--- config.mk ---
export PLATFORM = sky130hd
export DESIGN_NAME = adc_shift_out
export DESIGN_NICKNAME = d
export VERILOG_FILES = /design/src/rtl/adc_port_pkg.sv /design/src/rtl/adc_shift_out.sv
export SDC_FILE = /design/constraint.sdc
export NUM_CORES = 1
export LEC_CHECK = 0
export BUFFER_PORTS_ARGS = -buffer_cell sky130_fd_sc_hd__buf_2
export CORE_ASPECT_RATIO = 1.5
export CORE_MARGIN = 2
export CORE_UTILIZATION = 53
export CTS_BUF_LIST = sky130_fd_sc_hd__clkbuf_16
export DETAILED_ROUTE_END_ITERATION = 8
export GPL_TIMING_DRIVEN = 0
export PLACE_DENSITY = 0.77
export SLEW_MARGIN = 10
export SYNTH_ARGS = -nofsm -noshare
export SYNTH_HDL_FRONTEND = slang
export SYNTH_SLANG_ARGS = --single-unit
--- constraint.sdc ---
create_clock -name clk -period 2.3 [get_ports clk]
set_clock_uncertainty 0.2 [all_clocks]
set_input_delay 0.115 -clock clk [delete_from_list [all_inputs] [get_ports clk]]
set_output_delay 0.115 -clock clk [all_outputs]
set_load 0.01 [all_outputs]
--- src/rtl/adc_port_pkg.sv ---
package adc_port_pkg;
  localparam int CODE_W = 12;
  localparam int CFG_W  = 2;
  localparam logic [CFG_W-1:0] CHAN_RST = 2'b10;

  typedef enum logic [1:0] {
    PS_IDLE  = 2'd0,
    PS_CONV  = 2'd1,
    PS_SLEEP = 2'd2,
    PS_XFER  = 2'd3
  } port_state_t;

  // Result arithmetic: single-ended pick or clamped difference.
  function automatic logic [CODE_W-1:0] pick_code(
    input logic [CODE_W-1:0] p0,
    input logic [CODE_W-1:0] p1,
    input logic [CFG_W-1:0]  sel
  );
    logic [CODE_W:0] diff;
    diff = '0;
    if (sel[1]) begin
      return sel[0] ? p1 : p0;
    end
    if (sel[0]) diff = {1'b0, p1} - {1'b0, p0};
    else        diff = {1'b0, p0} - {1'b0, p1};
    return diff[CODE_W] ? '0 : diff[CODE_W-1:0];
  endfunction
endpackage

--- src/rtl/adc_shift_out.sv ---
module adc_shift_out
  import adc_port_pkg::*;
#(
  parameter int DATA_W = 12
) (
  input  logic              clk,
  input  logic              rst_n,
  input  logic              load,
  input  logic [DATA_W-1:0] load_val,
  input  logic              active,
  input  logic              sck_rise,
  input  logic              sck_fall,
  input  logic              sdi,
  output logic              sdo_bit,
  output logic [CFG_W-1:0]  chan_q,
  output logic              rise_full,
  output logic              drained
);
  localparam int BC_W = $clog2(DATA_W + 1);
  localparam logic [BC_W-1:0] FULL = BC_W'(DATA_W);
  localparam int CC_W = $clog2(CFG_W + 1);

  logic [DATA_W-1:0] sr_q;
  logic [BC_W-1:0]   rise_cnt, fall_cnt;
  logic [CC_W-1:0]   cfg_cnt;
  logic [CFG_W-1:0]  acc_q;

  always_ff @(posedge clk) begin
    if (!rst_n) begin
      sr_q     <= '0;
      rise_cnt <= '0;
      fall_cnt <= '0;
      cfg_cnt  <= '0;
      acc_q    <= '0;
      chan_q   <= CHAN_RST;
    end else if (load) begin
      sr_q     <= load_val;
      rise_cnt <= '0;
      fall_cnt <= '0;
      cfg_cnt  <= '0;
    end else if (active) begin
      if (sck_fall) begin
        sr_q <= {sr_q[DATA_W-2:0], 1'b0};
        if (fall_cnt != FULL) fall_cnt <= fall_cnt + 1'b1;
      end
      if (sck_rise) begin
        if (rise_cnt != FULL) rise_cnt <= rise_cnt + 1'b1;
        if (cfg_cnt != CC_W'(CFG_W)) begin
          acc_q   <= {acc_q[CFG_W-2:0], sdi};
          cfg_cnt <= cfg_cnt + 1'b1;
          if (cfg_cnt == CC_W'(CFG_W - 1)) chan_q <= {acc_q[CFG_W-2:0], sdi};
        end
      end
    end
  end

  assign sdo_bit   = sr_q[DATA_W-1];
  assign rise_full = (rise_cnt == FULL);
  assign drained   = (fall_cnt == FULL);


  zero_fill_chk: assert property (@(posedge clk) disable iff (!rst_n)
    (active && drained) |-> !sdo_bit);

  chan_hold_chk: assert property (@(posedge clk) disable iff (!rst_n)
    !(active && sck_rise) |=> $stable(chan_q));
endmodule

==> results of run 1 <==
[flip-flops by register name, summed over array words and instances, names as in the netlist]
register,cells
sr_q,12
fall_cnt,4
rise_cnt,4
cfg_cnt,2
chan_q,2
acc_q,1
[metal layers]
| metal | up-vias | track usage (%) | part of all wire, % |
|---|---|---|---|
| met5 | - | 0 | 0 |
| met4 | 0 | 12.1 | 2.8 |
| met1 | 514 | 23.7 | 40 |
| li1 | 559 | - | - |
| met3 | 8 | 3.18 | 3.2 |
| met2 | 28 | 42.6 | 54 |
[worst max-delay path by stage]
stage | slack (ns) | to | startpoint | cells past startpoint
2_1_floorplan | 0.66 | fall_cnt[0]$_SDFFE_PP0P_ | fall_cnt[0]$_SDFFE_PP0P_ | 6
3_3_place_gp | 0.61 | rise_cnt[0]$_SDFFE_PP0P_ | rise_cnt[0]$_SDFFE_PP0P_ | 6
3_5_place_dp | 0.55 | rise_cnt[0]$_SDFFE_PP0P_ | rise_cnt[0]$_SDFFE_PP0P_ | 6
4_1_cts | 0.27 | sr_q[0]$_SDFFE_PN0P_ | load_val[0] | 6
5_1_grt | 0.21 | sr_q[0]$_SDFFE_PN0P_ | load_val[0] | 6
6_report | 0.26 | sr_q[0]$_SDFFE_PN0P_ | load_val[0] | 6
[worst min-delay path, delay by kind of cell]
kind / cells / cell delay [ns]
buffers and inverters: 1 / 0.11
AND/OR/NAND/NOR: 2 / 0.22
AO/OA/AOI/OAI: 1 / 0.06
[layout by cell type (no fill, tap or decap), drive strengths merged, types with 2 or more instances in the layout]
master       netlist  routed
nor3               4       4
dfxtp             25      25
clkbuf             3       6
buf                4      26
nor2               2       2
a21oi             17      17
and3               2       2
nand2              6       6
o21ai             17      17
a41oi              2       2
and4b              2       2
nand3              5       5
a211oi             3       3
mux2i             11      11
ha                 6       6
nand3b             2       2
dlygate4sd3        0      19
inv                8       9
or3                2       2
and2               3       3
[repair_timing]
action                                 CTS  global route
endpoints found under the hold margin   14             0
resized for setup                        0             0
hold buffers                            19             0
[cells by family (layout without fill, tap and decap cells)]
group                    after synthesis  in the layout  share of synthesized area, %
AND/OR/NAND/NOR                       31             31                          15.7
flip-flops                            25             25                          42.1
buffers and inverters                 15             60                          6.95
multiplexers                          11             11                          9.26
adder cells (fa/ha/maj)                6              6                          6.32
AO/OA/AOI/OAI                         41             41                          18.9
XOR/XNOR                               1              1                         0.737
[metrics by stage]
step / std cells / worst slack (ns) / hold slack (ns) / utilization [%] / instance area (µm²)
finish: 198 / 0.261 / 0.0980 / 73.2 / 1600
global route: 198 / 0.208 / 0.144 / 73.2 / 1600
CTS: 198 / 0.271 / 0.101 / 73.2 / 1600
detailed placement: 175 / 0.551 / 0.162 / 60.9 / 1330
global placement: 175 / 0.615 / 0.156 / 60.9 / 1330
floorplan: 130 / 0.663 / 0.0454 / - / 1190
[power by group through the flow]
stage	Combinational, W	Clock [W]	Sequential, W
4_1_cts	0.000114	0.000382	0.000463
6_report	0.000117	0.000376	0.000464
2_1_floorplan	0.0000584	0	0.000470
3_3_place_gp	0.0000858	0	0.000471
3_5_place_dp	0.0000889	0	0.000472
5_1_grt	0.000130	0.000399	0.000465
[layout make-up]
class / instances / area share, %
Buffer: 7 / 3.29
Sequential cell: 25 / 31.3
Clock buffer: 3 / 4.70
Clock inverter: 1 / 0.235
Multi-Input combinational cell: 90 / 37.9
Timing Repair Buffer: 41 / 18.8
Inverter: 8 / 1.88
Tap cell: 23 / 1.80
==> summary.md, run 1 <==
| Metric | Value |
|---|---|
| Status | `finished clean` |
| Routed WL per cell | `14.0 µm` |
| Multi-input gate area | `606 µm²` |
| CTS Buf Count | `3` |
| Total Routing Usage GR | `between 20% and 30%` |
| Die area | `0.00265 mm²` |
| Slowest stage delay, CP | `approximately 0.55 ns` |
| Peak supply drop | `0.000453 V` |
| Slowest cell on the critical path | `dlygate4sd3_1` |
| Synth-to-layout area growth | `34.3%` |
| Max cap viols | `0` |
| Initial antenna violation count | `0` |
| Internal | `approximately 0.00075 W` |
| Synth Flop Type | `dfxtp_1` |
| Layout cells sized above 1 | `between 10% and 20%` |
| GRT overflow | `0` |
| Switching power of the nets | `0.000210 W` |
| Total power | `0.000956 W` |
| Chip Width | `42.7 µm` |
| CP top delay family | `buffers and inverters` |
| Worst Hold Path Cells | `4` |
| Routability cong. | `about 0.8` |
| Async SR Flop Fraction | `0%` |
| Vias in the first global route | `1028` |
| FF+latch area | `500 µm²` |
| DP HPWL | `1780 µm` |
| Worst Path Required | `approximately 2.2 ns` |
| Clk pwr share | `39.3%` |
| PD cells | `599 mW/mm²` |
| Synth area leader | `dfxtp_1` |
| Reg2Reg Capture Point | `chan_q[0]$_SDFFE_PN0P_` |
| Worst R2R Path Depth | `6` |
| Yosys warns | `0` |
| DRT Pass-1 Iters | `4` |
| R2r startpoint | `cfg_cnt[0]$_SDFFE_PP0P_` |
| Synth top area share | `42.1%` |
| CP bufs+invs | `4` |
| RSZ-0062 raised after global routing | `no` |
| Core area | `0.00218 mm²` |
| Most frequent CP cell | `dlygate4sd3_1` |
| Sequential Power Share | `48.5%` |
| Yosys reg bits | `25` |
| Nets | `201` |
| Synth cell count leaders | `dfxtp_1 (25), a21oi_1 (17), o21ai_0 (12), mux2i_1 (11), inv_1 (7)` |
| Count of cell types in the netlist | `29` |
| Vias | `1109` |
| IO Pins | `24` |
| Max-slew violations | `0` |
| Post-Syn Nets | `155` |
| Crit Path Max Fanout | `1` |
| CP Class | `in -> reg` |
| Antenna Cells | `0` |
| CTS root buf | `clkbuf_16` |
| Synth area leaders | `dfxtp_1 (42%), mux2i_1 (9.3%), a21oi_1 (7.2%)` |
| Hold EP | `rise_cnt[0]$_SDFFE_PP0P_` |
| Maximum clock frequency | `0.490 GHz` |
| Die H | `between 60 and 70 µm` |
| Sw Share | `22.0%` |
| Worst Hold Class | `in -> reg` |
| Worst Hold Launch | `sck_rise` |
| Clk_lat worst skew | `0.26 ns` |
| Iteration-0 DRC Markers | `23` |
| PortBufs | `22` |
| Initial core utilization | `54.5%` |
| CP Data Arrival Time | `between 1.5 and 2 ns` |
| Setup crit start kind | `primary input` |
| Drt via density | `5.60` |
| Post-synth EDFFs | `0` |
| Detailed Route WL | `2780 µm` |
| Worst Tran Pin Value | `0.419 ns` |
| Post-CTS setup buffer count | `0` |
| Post-synthesis sequential area ratio | `42.1%` |
| Top-count cell post-synth | `dfxtp_1` |
| Num Clock Sinks | `25` |
| Post-route ant nets | `0` |
| Setup violations, final | `0` |
| TNS Setup | `0 ns` |
| Crit. End Element | `register` |
| Cell area after synthesis | `0.00119 mm²` |
| Mapped Cells | `130` |
| First-pass GRT wire length | `~4500 µm` |
| Clock Path Buffers | `2` |
| Filler cells | `154` |
| CTS tree | `yes` |
| Cells along the critical path | `dlygate4sd3_1 -> buf_2 -> nand2_1 -> dlygate4sd3_1 -> a21boi_1 -> dlygate4sd3_1` |
| Drt drc | `0` |
| Rows | `21` |
| Clk pin slew, worst setup/hold paths | `0.06 ns` |
| Avg Synthesized Cell Area | `9.14 µm²` |
| Leak pwr | `0.701 nW` |
| Relative slew slack | `between 70% and 80%` |
| Comb pwr share | `12.2%` |
| Fin crit period | `2.04 ns` |
| R2R setup slack | `0.31 ns` |
| Fin. Hold Viols | `0` |
| Largest net degree at the start of global routing | `14` |
| H-tree depth | `1` |
| Tcrit/Tclk final | `88.6%` |
Note: power is estimated with default switching activity, not from simulation.
==> run 2: changes to the inputs <==
- ABC_AREA: not set -> 1
- CORE_MARGIN: 2 -> not set
- CORE_UTILIZATION: 53 -> 54
==> summary.md, run 2 <==
| Metric | Value |
|---|---|
| Status | `finished with violations` |
| Failing checks | `hold timing` |
| Crit. End Element | `primary output` |
| Top-count cell post-synth | `nand2_1` |
| Most frequent cells in the layout | `nand2_1 (48), dfxtp_1 (25), buf_2 (23), nor2_1 (20), inv_1 (17)` |
| PortBufs | `22` |
| Post-synthesis simple-gate area fraction | `30.3%` |
| Fin. Hold Viols | `1` |
| Vias in the first global route | `1189` |
| Worst Tran Pin Value | `0.271 ns` |
| Synth area leaders | `dfxtp_1 (37%), nand2_1 (13%), ha_1 (5.5%)` |
| Worst R2R Path Depth | `6` |
| Met2 wire length | `between 1500 and 2000 µm` |
| Post-Syn Nets | `206` |
| Synth area leader | `dfxtp_1` |
| Drt via density | `approximately 5.1` |
| GRT overflow | `0` |
| Peak supply drop | `~0.00050 V` |
| CTS Buf Count | `3` |
| Worst Path Required | `1.99 ns` |
| Biggest register | `sr_q` |
| Adder-cell share of the synthesized area | `under 10%` |
| Post-synthesis sequential area ratio | `36.9%` |
| Clk_lat worst skew | `between 0.2 and 0.3 ns` |
| Setup violations, final | `0` |
| Path length in cells of the critical path | `5` |
| Cell area after synthesis | `0.00136 mm²` |
| Total Routing Usage GR | `22.7%` |
| Most frequent CP cell | `inv_1` |
| Post_cts resized | `0` |
| Commonest non-fill, non-tap cell in the layout | `nand2_1` |
| Initial core utilization | `58.6%` |
| CTS root buf | `clkbuf_16` |
| Synth top area share | `36.9%` |
| RSZ-0062 raised after global routing | `no` |
| Layout cells sized above 1 | `26.1%` |
| Detailed Route WL | `2710 µm` |
| Filler cells | `a little over 200` |
| Met3 wire len | `about 45 µm` |
| Core area | `0.00231 mm²` |
| Nets | `between 200 and 250` |
| Crit Path Max Fanout | `4` |
| Complex-gate fraction of the synthesized area | `15.5%` |
| Synth-to-layout area growth | `19.3%` |
| Routability cong. | `0.754` |
| Antenna Cells | `0` |
| Relative slew slack | `82.0%` |
| Initial antenna violation count | `0` |
| Async SR Flop Fraction | `0%` |
| Largest net degree at the start of global routing | `16` |
| Iteration-0 DRC Markers | `32` |
| Yosys reg bits | `25` |
| Clock Path Buffers | `2` |
| DP HPWL | `about 2000 µm` |
| CTS tree | `yes` |
| Maximum clock frequency | `around 0.63 GHz` |
| First-pass GRT wire length | `4820 µm` |
| Fin Hold WS | `-0.00199 ns` |
| DRT Pass-1 Iters | `4` |
| Leak pwr | `0.720 nW` |
| Max cap viols | `0` |
| CP bufs+invs | `3` |
| Vias | `1198` |
| Setup crit start kind | `register` |
| IO Pins | `24` |
| Synth cell count leaders | `nand2_1 (48), dfxtp_1 (25), nor2_1 (20), inv_1 (17)` |
| Top Registers | `sr_q: 12 flops, fall_cnt: 4 flops, rise_cnt: 4 flops` |
| Synth Area in XOR/XNOR | `under 10%` |
| Worst Hold Class | `in -> reg` |
| Drt drc | `0` |
| CP Data Arrival Time | `1.27 ns` |
| Tcrit/Tclk final | `68.8%` |
| TNS Setup | `0 ns` |
| Util after Layout | `69.9%` |
| Rows | `21` |
| Fin cells | `234` |
| FF+latch area | `500 µm²` |
| Worst Hold Path Cells | `4` |
| Avg Synthesized Cell Area | `between 7 and 8 µm²` |
| Placed cells | `226` |
| Slowest stage delay, CP | `0.38 ns` |
| Post-synth EDFFs | `0` |
| Chip Width | `42.9 µm` |
| Die H | `between 60 and 70 µm` |
| M1 wire length | `1130 µm` |
| Multi-input gate area | `713 µm²` |
| Fin crit period | `around 1.6 ns` |
| Num Clock Sinks | `25` |
| H-tree depth | `1` |
| Largest family of logic cells by synthesized area | `simple AND/OR/NAND/NOR gates` |
| Die area | `0.00272 mm²` |
| CP top delay family | `flip-flops` |
| Max reg flops | `12` |
| Slowest cell on the critical path | `dfxtp_1` |
| Total power | `0.000985 W` |
| Cells along the critical path | `inv_1 -> ha_1 -> nand3_1 -> inv_1 -> buf_2` |
| Max-slew violations | `0` |
| Post-route ant nets | `0` |
| Count of cell types in the netlist | `21` |
| Synth Flop Type | `dfxtp_1` |
| CP Class | `reg -> out` |
| Clk pin slew, worst setup/hold paths | `0.07 ns` |
| Mux share of post-synthesis cell area | `0%` |
| Highest routed layer | `met4` |
| Mapped Cells | `181` |
| Routed WL per cell | `11.6 µm` |
| PD cells | `609 mW/mm²` |
| Yosys warns | `0` |
run 2: changes by cell type after synthesis, moves of 5 or more:
cell / before / now
nand2_1: 4 / 48
o21a_1: 0 / 8
o21ai_1: 5 / 0
inv_1: 7 / 17
mux2i_1: 11 / 0
nand2_2: 2 / 9
o21ai_0: 12 / 7
a21oi_2: 0 / 8
a21oi_1: 17 / 9
nor2_1: 2 / 20
run 2: timing repair:
item,4_1_cts,5_1_grt
hold buffers,4,0
hold endpoints to repair,5,0
buffers inserted,0,0
run 2: power breakdown:
group / internal (W) / total (W) / switching [W]
Clock: 0.000236 / 0.000399 / 0.000163
Sequential: 0.000449 / 0.000460 / 0.0000113
Combinational: 0.0000564 / 0.000126 / 0.0000694
run 2: metal layers:
metal / vias up / global-route usage (%)
li1: 631 / -
met1: 548 / 23.6
met2: 15 / 44.5
met3: 4 / 2.58
met4: 0 / 7.03
met5: - / 0
run 2: stage by stage:
stage / setup slack (ns) / instance area [µm²]
after floorplan: 0.950 / 1360
after global placement: 0.876 / 1490
after detailed placement: 0.839 / 1490
after CTS: 0.724 / 1620
after global routing: 0.629 / 1620
final: 0.718 / 1620
run 2: area by class of cell:
cell class              instances  share of cell area [%]
plain buffers                   5                    3.64
clock inverters                 1                   0.464
repair buffers                 26                    9.29
multi-input cells             131                    44.1
clock buffers                   3                    4.64
inverters                      20                    5.11
well taps                      23                    1.78
flip-flops and latches         25                    31.0
run 2: worst paths after layout:
check	from	end	slack, ns
max	fall_cnt[0]$_SDFFE_PP0P_	drained	0.72
min	load_val[10]	sr_q[10]$_SDFFE_PN0P_	-0.002
max reg2reg	cfg_cnt[0]$_SDFFE_PP0P_	chan_q[0]$_SDFFE_PN0P_	0.82
min reg2reg	sr_q[0]$_SDFFE_PN0P_	sr_q[0]$_SDFFE_PN0P_	0.27
run 2: logic make-up after synthesis:
family | after synthesis
AND/OR/NAND/NOR | 91
AO/OA/AOI/OAI | 32
buffers and inverters | 25
flip-flops | 25
adder cells (fa/ha/maj) | 6
XOR/XNOR | 2
run 2: worst register-to-register path: stages, from the launching register on:
cell and delay [ns]:
dfxtp_1 0.38, inv_1 0.06, ha_1 0.20, nor2_1 0.22, nand3_1 0.15, nor2_1 0.11, nor2_1 0.05
==> run 3: changes to the inputs <==
- clock period: 2.3 -> 1.6 ns (I/O delays scaled with it)
==> summary.md, run 3 (synthesis results as in run 2) <==
| Metric | Value |
|---|---|
| Placed cells | `around 230` |
| Most frequent cells in the layout | `nand2_1 (48), buf_2 (23), dfxtp_1 (23), nor2_1 (19), inv_1 (16)` |
| Top Registers | `sr_q: 12 flops, fall_cnt: 4 flops, rise_cnt: 4 flops` |
| Max cap viols | `0` |
| Rows | `21` |
| Status | `finished clean` |
| TNS Setup | `0 ns` |
| Iteration-0 DRC Markers | `34` |
| Layout cells sized above 1 | `a little over a quarter` |
| CTS Buf Count | `3` |
| Clock Path Buffers | `2` |
| Worst Tran Pin Value | `0.285 ns` |
| PD cells | `~830 mW/mm²` |
| Drt drc | `0` |
| Crit Path Max Fanout | `4` |
| Die area | `0.00272 mm²` |
| Core area | `0.00231 mm²` |
| Antenna Cells | `0` |
| R2R setup slack | `0.17 ns` |
| DP Worst Slack | `0.139 ns` |
| GRT overflow | `0` |
| Post-route ant nets | `0` |
| Initial core utilization | `58.6%` |
| Die H | `63.4 µm` |
| Biggest register | `sr_q` |
| Num Clock Sinks | `25` |
| Drt via density | `between 5 and 6` |
| Setup violations, final | `0` |
| DP HPWL | `2000 µm` |
| CTS root buf | `clkbuf_16` |
| Detailed Route WL | `2960 µm` |
| IO Pins | `24` |
| Chip Width | `42.9 µm` |
| RSZ-0062 raised after global routing | `no` |
| Tcrit/Tclk final | `around 94%` |
| Nets | `248` |
| CTS tree | `yes` |
| DRT Pass-1 Iters | `4` |
| Synth-to-layout area growth | `27.8%` |
| Max-slew violations | `0` |
| Peak supply drop | `0.000716 V` |
| Total Routing Usage GR | `24.0%` |
| Multi-input gate area | `between 700 and 800 µm²` |
| Routed WL per cell | `12.1 µm` |
| FF+latch area | `503 µm²` |
| Relative slew slack | `81.0%` |
| Vias in the first global route | `1244` |
| Routability cong. | `0.754` |
| Leak pwr | `around 0.76 nW` |
| Max reg flops | `12` |
| Maximum clock frequency | `0.668 GHz` |
| Initial antenna violation count | `0` |
| Setup crit start kind | `register` |
| Fin. Hold Viols | `0` |
| Worst Hold Class | `in -> reg` |
| Crit. End Element | `primary output` |
| First-pass GRT wire length | `~5100 µm` |
| Clk pin slew, worst setup/hold paths | `0.07 ns` |
| Total power | `between 0.001 and 0.0015 W` |
| Vias | `1247` |
| Fin crit period | `between 1 and 1.5 ns` |
| PortBufs | `22` |
| Filler cells | `between 150 and 200` |
| H-tree depth | `1` |
| Clk_lat worst skew | `0.26 ns` |
| Commonest non-fill, non-tap cell in the layout | `nand2_1` |
| Largest net degree at the start of global routing | `16` |
| Fin cells | `245` |
| CP Class | `reg -> out` |
| CP Data Arrival Time | `1.22 ns` |
| Final Worst Setup Slack | `a little over 0.1 ns` |
| Worst Path Required | `1.32 ns` |
[run 3: cell count changes in the layout (fill, tap and decap cells not counted), sizes merged]
cell / before / now
dlygate4sd3: 4 / 15
[run 3: cell type report]
type | count | area share [%]
multi-input combinational | 131 | 41.3
sequential | 25 | 29.0
timing repair buffer | 37 | 15.0
inverter | 20 | 4.77
clock buffer | 3 | 4.34
buffer | 5 | 3.40
tap | 23 | 1.66
clock inverter | 1 | 0.434
[run 3: repair_timing]
item | CTS | global route
endpoints found under the setup margin | 0 | 4
hold buffers | 15 | 0
setup buffers | 0 | 0
hold endpoints to repair | 25 | 0
resized for setup | 0 | 4
[run 3: final timing paths]
kind	from	to	depth (start not counted)
setup / recovery	fall_cnt[0]$_SDFFE_PP0P_	drained	5
hold / removal	sck_rise	acc_q[0]$_SDFFE_PN0P_	5
setup reg to reg	rise_cnt[0]$_SDFFE_PP0P_	rise_cnt[1]$_SDFFE_PP0P_	6
hold reg to reg	sr_q[6]$_SDFFE_PN0P_	sr_q[6]$_SDFFE_PN0P_	2
[run 3: report_power, final]
part           switching, W  internal [W]
Sequential        0.0000172      0.000646
Combinational      0.000107     0.0000990
Clock              0.000231      0.000340
Total              0.000355       0.00108
[run 3: stage by stage]
stage          util, %  cell area, µm²  hold slack, ns
2_1_floorplan        -            1360         -0.0353
3_3_place_gp      64.6            1490          0.0929
5_1_grt           74.9            1730          0.0402
6_report          74.9            1730          0.0108
3_5_place_dp      64.6            1490           0.108
4_1_cts           74.7            1730          0.0181
[run 3: worst max-delay path, stage by stage, from the launching register on]
cell	delay (ns)
dfxtp_2	0.35
inv_1	0.08
ha_1	0.22
nand3_1	0.13
inv_1	0.05
buf_2	0.13
[run 3: per-layer routing]
layer  part of all wire (%)  global-route usage (%)  up-vias
met5                      0                       0        -
met1                     40                    23.4      572
met2                     57                    47.5       17
li1                       -                       -      654
met4                    1.0                    8.98        0
met3                    1.9                    3.72        4
